==> src/rtl/cwf_pkg.sv <==
package cwf_pkg;

  // Leading beat index: drop the half-word bits, then reduce modulo the beat count.
  function automatic int unsigned lead_beat(input longint unsigned addr,
                                            input int unsigned half_bits,
                                            input int unsigned beats);
    return int'((addr >> half_bits) % longint'(beats));
  endfunction

  // Beat index k steps after the leading one, wrapping at the beat count.
  function automatic int unsigned wrap_step(input int unsigned lead,
                                            input int unsigned k,
                                            input int unsigned beats);
    return (lead + k) % beats;
  endfunction

endpackage

==> src/rtl/cwf_start_index.sv <==
module cwf_start_index #(
  parameter int ADDR_W    = 32,
  parameter int BEATS     = 4,
  parameter int HALF_BITS = 1,
  localparam int IDX_W    = (BEATS > 1) ? $clog2(BEATS) : 1
) (
  input  logic [ADDR_W-1:0] addr,
  output logic [IDX_W-1:0]  lead_idx
);
  import cwf_pkg::*;

  always_comb begin
    lead_idx = IDX_W'(lead_beat(longint'(addr), HALF_BITS, BEATS));
  end
endmodule

==> src/rtl/cwf_read_seq.sv <==
module cwf_read_seq #(
  parameter int BEATS  = 4,
  localparam int IDX_W = (BEATS > 1) ? $clog2(BEATS) : 1
) (
  input  logic             clk,
  input  logic             rst_n,
  input  logic             start_req,
  output logic             accept,
  output logic             busy,
  output logic             last_beat,
  output logic [IDX_W-1:0] beat_cnt
);
  localparam logic [IDX_W-1:0] LAST = IDX_W'(BEATS - 1);

  always_comb begin
    last_beat = busy && (beat_cnt == LAST);
    accept    = start_req && (!busy || last_beat);
  end

  always_ff @(posedge clk) begin
    if (!rst_n) begin
      busy     <= 1'b0;
      beat_cnt <= '0;
    end else if (accept) begin
      busy     <= 1'b1;
      beat_cnt <= '0;
    end else if (busy) begin
      if (last_beat) begin
        busy     <= 1'b0;
        beat_cnt <= '0;
      end else begin
        beat_cnt <= beat_cnt + 1'b1;
      end
    end
  end
endmodule

==> src/rtl/cwf_word_select.sv <==
module cwf_word_select #(
  parameter int DATA_W = 64,
  parameter int BEATS  = 4,
  localparam int IDX_W = (BEATS > 1) ? $clog2(BEATS) : 1
) (
  input  logic [BEATS*DATA_W-1:0] block,
  input  logic [IDX_W-1:0]        sel,
  output logic [DATA_W-1:0]       word
);
  logic [DATA_W-1:0] lanes [BEATS];

  for (genvar g = 0; g < BEATS; g++) begin : g_lane
    assign lanes[g] = block[g*DATA_W +: DATA_W];
  end

  always_comb begin
    word = '0;
    for (int i = 0; i < BEATS; i++) begin
      if (sel == IDX_W'(i)) word = lanes[i];
    end
  end
endmodule

==> src/rtl/cwf_write_assembler.sv <==
module cwf_write_assembler #(
  parameter int DATA_W = 64,
  parameter int BEATS  = 4,
  localparam int IDX_W = (BEATS > 1) ? $clog2(BEATS) : 1
) (
  input  logic                    clk,
  input  logic                    rst_n,
  input  logic                    wr_start,
  input  logic [DATA_W-1:0]       wr_data,
  output logic [BEATS*DATA_W-1:0] wr_block,
  output logic                    wr_done,
  output logic                    wr_busy,
  output logic [IDX_W-1:0]        wr_cnt
);
  localparam logic [IDX_W-1:0] LAST = IDX_W'(BEATS - 1);

  logic             take;
  logic [IDX_W-1:0] slot;
  logic             final_beat;

  always_comb begin
    take       = wr_busy || wr_start;
    slot       = wr_busy ? wr_cnt : '0;
    final_beat = take && (slot == LAST);
  end

  for (genvar g = 0; g < BEATS; g++) begin : g_slot
    always_ff @(posedge clk) begin
      if (!rst_n)
        wr_block[g*DATA_W +: DATA_W] <= '0;
      else if (take && slot == IDX_W'(g))
        wr_block[g*DATA_W +: DATA_W] <= wr_data;
    end
  end

  always_ff @(posedge clk) begin
    if (!rst_n) begin
      wr_busy <= 1'b0;
      wr_cnt  <= '0;
      wr_done <= 1'b0;
    end else begin
      wr_done <= final_beat;
      if (final_beat) begin
        wr_busy <= 1'b0;
        wr_cnt  <= '0;
      end else if (take) begin
        wr_busy <= 1'b1;
        wr_cnt  <= slot + 1'b1;
      end
    end
  end
endmodule

==> src/rtl/cwf_block_rotator.sv <==
module cwf_block_rotator #(
  parameter int DATA_W    = 64,
  parameter int BEATS     = 4,
  parameter int ADDR_W    = 32,
  parameter int HALF_BITS = 1,
  localparam int IDX_W    = (BEATS > 1) ? $clog2(BEATS) : 1,
  localparam int BLK_W    = BEATS * DATA_W
) (
  input  logic              clk,
  input  logic              rst_n,
  input  logic              rd_start,
  input  logic [ADDR_W-1:0] rd_addr,
  input  logic [BLK_W-1:0]  rd_block,
  output logic              rd_valid,
  output logic [DATA_W-1:0] rd_data,
  input  logic              wr_start,
  input  logic [DATA_W-1:0] wr_data,
  output logic [BLK_W-1:0]  wr_block,
  output logic              wr_done
);
  import cwf_pkg::*;

  // Named internal events, visible to the bound checker.
  logic             accept;
  logic             busy;
  logic             last_beat;
  logic [IDX_W-1:0] beat_cnt;
  logic [IDX_W-1:0] addr_idx;
  logic [IDX_W-1:0] start_q;
  logic [IDX_W-1:0] beat_idx;
  logic [BLK_W-1:0] block_q;
  logic             wr_busy;
  logic [IDX_W-1:0] wr_cnt;

  cwf_start_index #(.ADDR_W(ADDR_W), .BEATS(BEATS), .HALF_BITS(HALF_BITS)) u_idx (
    .addr     (rd_addr),
    .lead_idx (addr_idx)
  );

  cwf_read_seq #(.BEATS(BEATS)) u_seq (
    .clk       (clk),
    .rst_n     (rst_n),
    .start_req (rd_start),
    .accept    (accept),
    .busy      (busy),
    .last_beat (last_beat),
    .beat_cnt  (beat_cnt)
  );

  always_ff @(posedge clk) begin
    if (!rst_n) begin
      start_q <= '0;
      block_q <= '0;
    end else if (accept) begin
      start_q <= addr_idx;
      block_q <= rd_block;
    end
  end

  always_comb begin
    beat_idx = IDX_W'(wrap_step(int'(start_q), int'(beat_cnt), BEATS));
  end

  cwf_word_select #(.DATA_W(DATA_W), .BEATS(BEATS)) u_sel (
    .block (block_q),
    .sel   (beat_idx),
    .word  (rd_data)
  );

  assign rd_valid = busy;

  cwf_write_assembler #(.DATA_W(DATA_W), .BEATS(BEATS)) u_wr (
    .clk      (clk),
    .rst_n    (rst_n),
    .wr_start (wr_start),
    .wr_data  (wr_data),
    .wr_block (wr_block),
    .wr_done  (wr_done),
    .wr_busy  (wr_busy),
    .wr_cnt   (wr_cnt)
  );
endmodule

==> config.mk <==
export PLATFORM = sky130hd
export DESIGN_NAME = cwf_block_rotator
export DESIGN_NICKNAME = d
export VERILOG_FILES = /design/src/rtl/cwf_pkg.sv /design/src/rtl/cwf_start_index.sv /design/src/rtl/cwf_read_seq.sv /design/src/rtl/cwf_word_select.sv /design/src/rtl/cwf_write_assembler.sv /design/src/rtl/cwf_block_rotator.sv
export SDC_FILE = /design/constraint.sdc
export NUM_CORES = 1
export LEC_CHECK = 0
export ABC_CLOCK_PERIOD_IN_PS = 2000
export BUFFER_PORTS_ARGS = -buffer_cell sky130_fd_sc_hd__buf_2
export CAP_MARGIN = 20
export CORE_AREA = 2 2 262 264
export CTS_CLUSTER_SIZE = 20
export DETAILED_ROUTE_END_ITERATION = 8
export DIE_AREA = 0 0 264 266
export SETUP_SLACK_MARGIN = 0.5
export SYNTH_ARGS = -nofsm -noshare
export SYNTH_HDL_FRONTEND = slang
export SYNTH_SLANG_ARGS = --single-unit
export TNS_END_PERCENT = 10
==> constraint.sdc <==
create_clock -name clk -period 2 [get_ports clk]
set_input_delay 0.4 -clock clk [delete_from_list [all_inputs] [get_ports clk]]
set_output_delay 0.4 -clock clk [all_outputs]
set_load 0.005 [all_outputs]
==> metrics.txt <==
die footprint 70200 um2; power share of the clock group 0.419; max-cap viol count 0; # DRC 0; dpl hpwl 51500 um; # port buffers 647; WP data required 1600 ps; crit start category register; part of the power in registers 0.440; Critical Path Fanout Max 7; clock latency on the worst-skew pair 590 ps; Synth Register Bits 521; initial antenna violation count 20; Seq/Total Area, Yosys 0.523; Cell Int Power 18.7 mW; final setup fails 64; FP Rows 96; syn_nets 2633; Final Critical Period 2930 ps; Final Max Tran Viols 0; XOR/XNOR share of the synthesized area 0.00220; number of CTS-inserted buffers 56; worst clock skew 12.5 ps; Max VDD drop 666 uV; area grow syn2layout 44.8%; Synth top area share 0.523; pin count of the biggest net entering global routing 138; global-route wire length before repair 112000 um; Final ANT Viol Nets 0; RSZ-0062 raised after global routing true; share of layout cells above drive strength 1 0.434; Tot Pwr 25.3 mW; worst slack, placed -431 ps; Remaining Overflow, GRT 0; Synth Area in Adders 0.00377; Switching Share 0.261; CTS clk-pin slew, worst paths 70 ps; CTS Sinks 521; switching pwr 6.60 mW; status finished, violations left; clock root cell clkbuf_16; Post-synth EDFFs 0; post-synth top area cell dfxtp_1; Post-Synthesis Cell Area 19900 um2; nets@finish 3204; Synth area leaders dfxtp_1 (52%), a21oi_1 (11%), nand2_1 (7.3%), mux4_2 (6.9%), nand3_1 (6.5%); worst relative slew slack 0.466; worst-margin pin slew 801 ps; Tcrit/Tclk final 1.47; H-tree levels 2; largest family of logic cells by synthesized area compound AO/OA/AOI/OAI gates; Crit. End Element output port; yosys warns 0; # placed instances 3645; CTS tree yes; fillers 6542; failing checks negative setup slack; GRT Resource Usage Total 0.202; Starting DRT DRC Count 1829; mux share of post-synthesis cell area 0.0734; Synth Area in Simple Gates 0.140; Syn Inst Count 2271; ys async rst share 0; syn_area_per_cell 8.78 um2; Core Area 67700 um2; P_leak 11.7 nW; I/O pin cnt 678; non-filler cells, final 3778; pwr dens 878 nW/um2; Fmax 0.341 GHz; fin worst setup slack -933 ps; Post-synth top flop dfxtp_1; TritonRoute pass-1 iters 5; vias in the first global route 18400; Netlist cell types 28; Crit Path Class reg -> out; detailed-route vias per instance 5.22; Starting Density 0.294; Critical Path AT 2530 ps; total number of vias 19700; DRT Wirelength 77200 um; maximum clock path buffer count 3; CTS hold repair buffers 0; Die Ht 266 um; worst hold path class in -> reg; final RePlAce weighted congestion 0.950; Logic pwr share 0.140; setup tns final -55090 ps; routed length per placed instance 20.4 um; Hold Violations, Final 0; Die Wd 264 um; Compound-Gate Fraction of Synth Area 0.210
registers in the layout, summed over array words and instances (netlist names):
signal,flops
u_wr.wr_busy,1
u_wr.wr_cnt,2
start_q,2
u_wr.wr_block,256
block_q,256
u_seq.busy,1
u_seq.beat_cnt,2
u_wr.wr_done,1
metal layers:
metal,track usage,vias to the layer above,share of wire
met5,0,-,0.00096
met4,0.0806,12,0.033
met3,0.0593,174,0.087
met2,0.322,887,0.47
met1,0.257,9444,0.41
li1,-,9191,-
timing repair:
action	4_1_cts	5_1_grt
gates resized for setup	160	484
gates cloned	3	4
setup buffers	4	10
pin swaps	53	289
endpoints found under the setup margin	607	676
stage by stage:
stage / hold WS [ps] / util / area, um2
after global placement: 438 / 0.362 / 24500
final: 55.2 / 0.426 / 28900
after floorplan: 431 / - / 20000
after CTS: 15.5 / 0.400 / 27100
after global routing: 36.8 / 0.426 / 28900
after detailed placement: 442 / 0.362 / 24500
cell usage in the layout, fill, tap and decap left out, types with 3 or more instances in the layout:
cell,netlist,final
buf_2,10,632
dfxtp_1,521,477
a21oi_1,453,367
nand2_1,389,339
nand3_1,258,211
o21ai_0,257,126
o21ai_2,0,104
a21oi_2,1,86
a22o_1,64,64
clkbuf_16,0,63
mux4_2,61,62
buf_12,0,42
dfxtp_2,0,41
nand3_4,0,32
nand2_4,0,28
buf_4,1,28
clkbuf_1,205,21
nand2_2,0,20
o21ai_1,6,18
buf_6,5,18
o21ai_4,0,15
nand3_2,0,15
clkbuf_8,0,13
buf_16,0,13
diode_2,0,11
ha_4,0,6
nor2_1,6,5
bufinv_16,0,5
buf_8,0,4
clkinv_2,0,3
dfxtp_4,0,3
power by group through the flow:
stage,combinational (mW),sequential (mW),clock [mW]
2_1_floorplan,1.53,11.2,0
3_3_place_gp,2.90,11.3,0
3_5_place_dp,2.93,11.3,0
4_1_cts,3.13,11.1,10.8
5_1_grt,3.82,11.2,11.2
6_report,3.55,11.2,10.6
path summary, 6_finish.rpt:
path / from / end / cells after the start / slack [ps]
worst max-delay path: start_q[0] / rd_data[50] / 8 / -930
worst min-delay path: rd_block[18] / block_q[18] / 3 / 60
worst max register to register: u_seq.beat_cnt[1] / block_q[201] / 7 / 210
worst min register to register: u_wr.wr_block[51] / u_wr.wr_block[51] / 2 / 450
Yosys cell counts, drive strengths merged (3+ instances only):
cell / instances
o21a: 3
ha: 6
dfxtp: 521
o21ai: 263
a21oi: 454
inv: 3
nor2: 6
a22o: 64
clkbuf: 205
nand2: 389
nand3: 258
mux4: 64
buf: 26
worst max-delay path, stage by stage (launching register included):
cell and delay (ps):
dfxtp_2 350, ha_4 160, xor2_4 200, xnor2_4 150
buf_12 190, buf_12 130, clkbuf_16 150, mux4_2 480
buf_2 140
layout make-up:
class | instances | area (um2) | share of cell area
Tap cell | 882 | 1100 | 0.0382
Inverter | 4 | 40.0 | 0.00139
Multi-Input combinational cell | 1515 | 10300 | 0.358
Timing Repair Buffer | 744 | 5000 | 0.173
Clock buffer | 90 | 1670 | 0.0579
Clock inverter | 11 | 190 | 0.00659
Antenna cell | 11 | 27.5 | 0.000953
Sequential cell | 521 | 10500 | 0.363
kinds of logic (layout without fill, tap and decap cells):
group / count (synthesis) / in the layout
mux: 65 / 65
simple gates: 657 / 657
fa+ha+maj: 6 / 6
buf+inv: 235 / 849
flops: 521 / 521
compound gates: 785 / 785
other cells: 0 / 11
xor+xnor: 2 / 2
(Power assumes the default switching activity.)
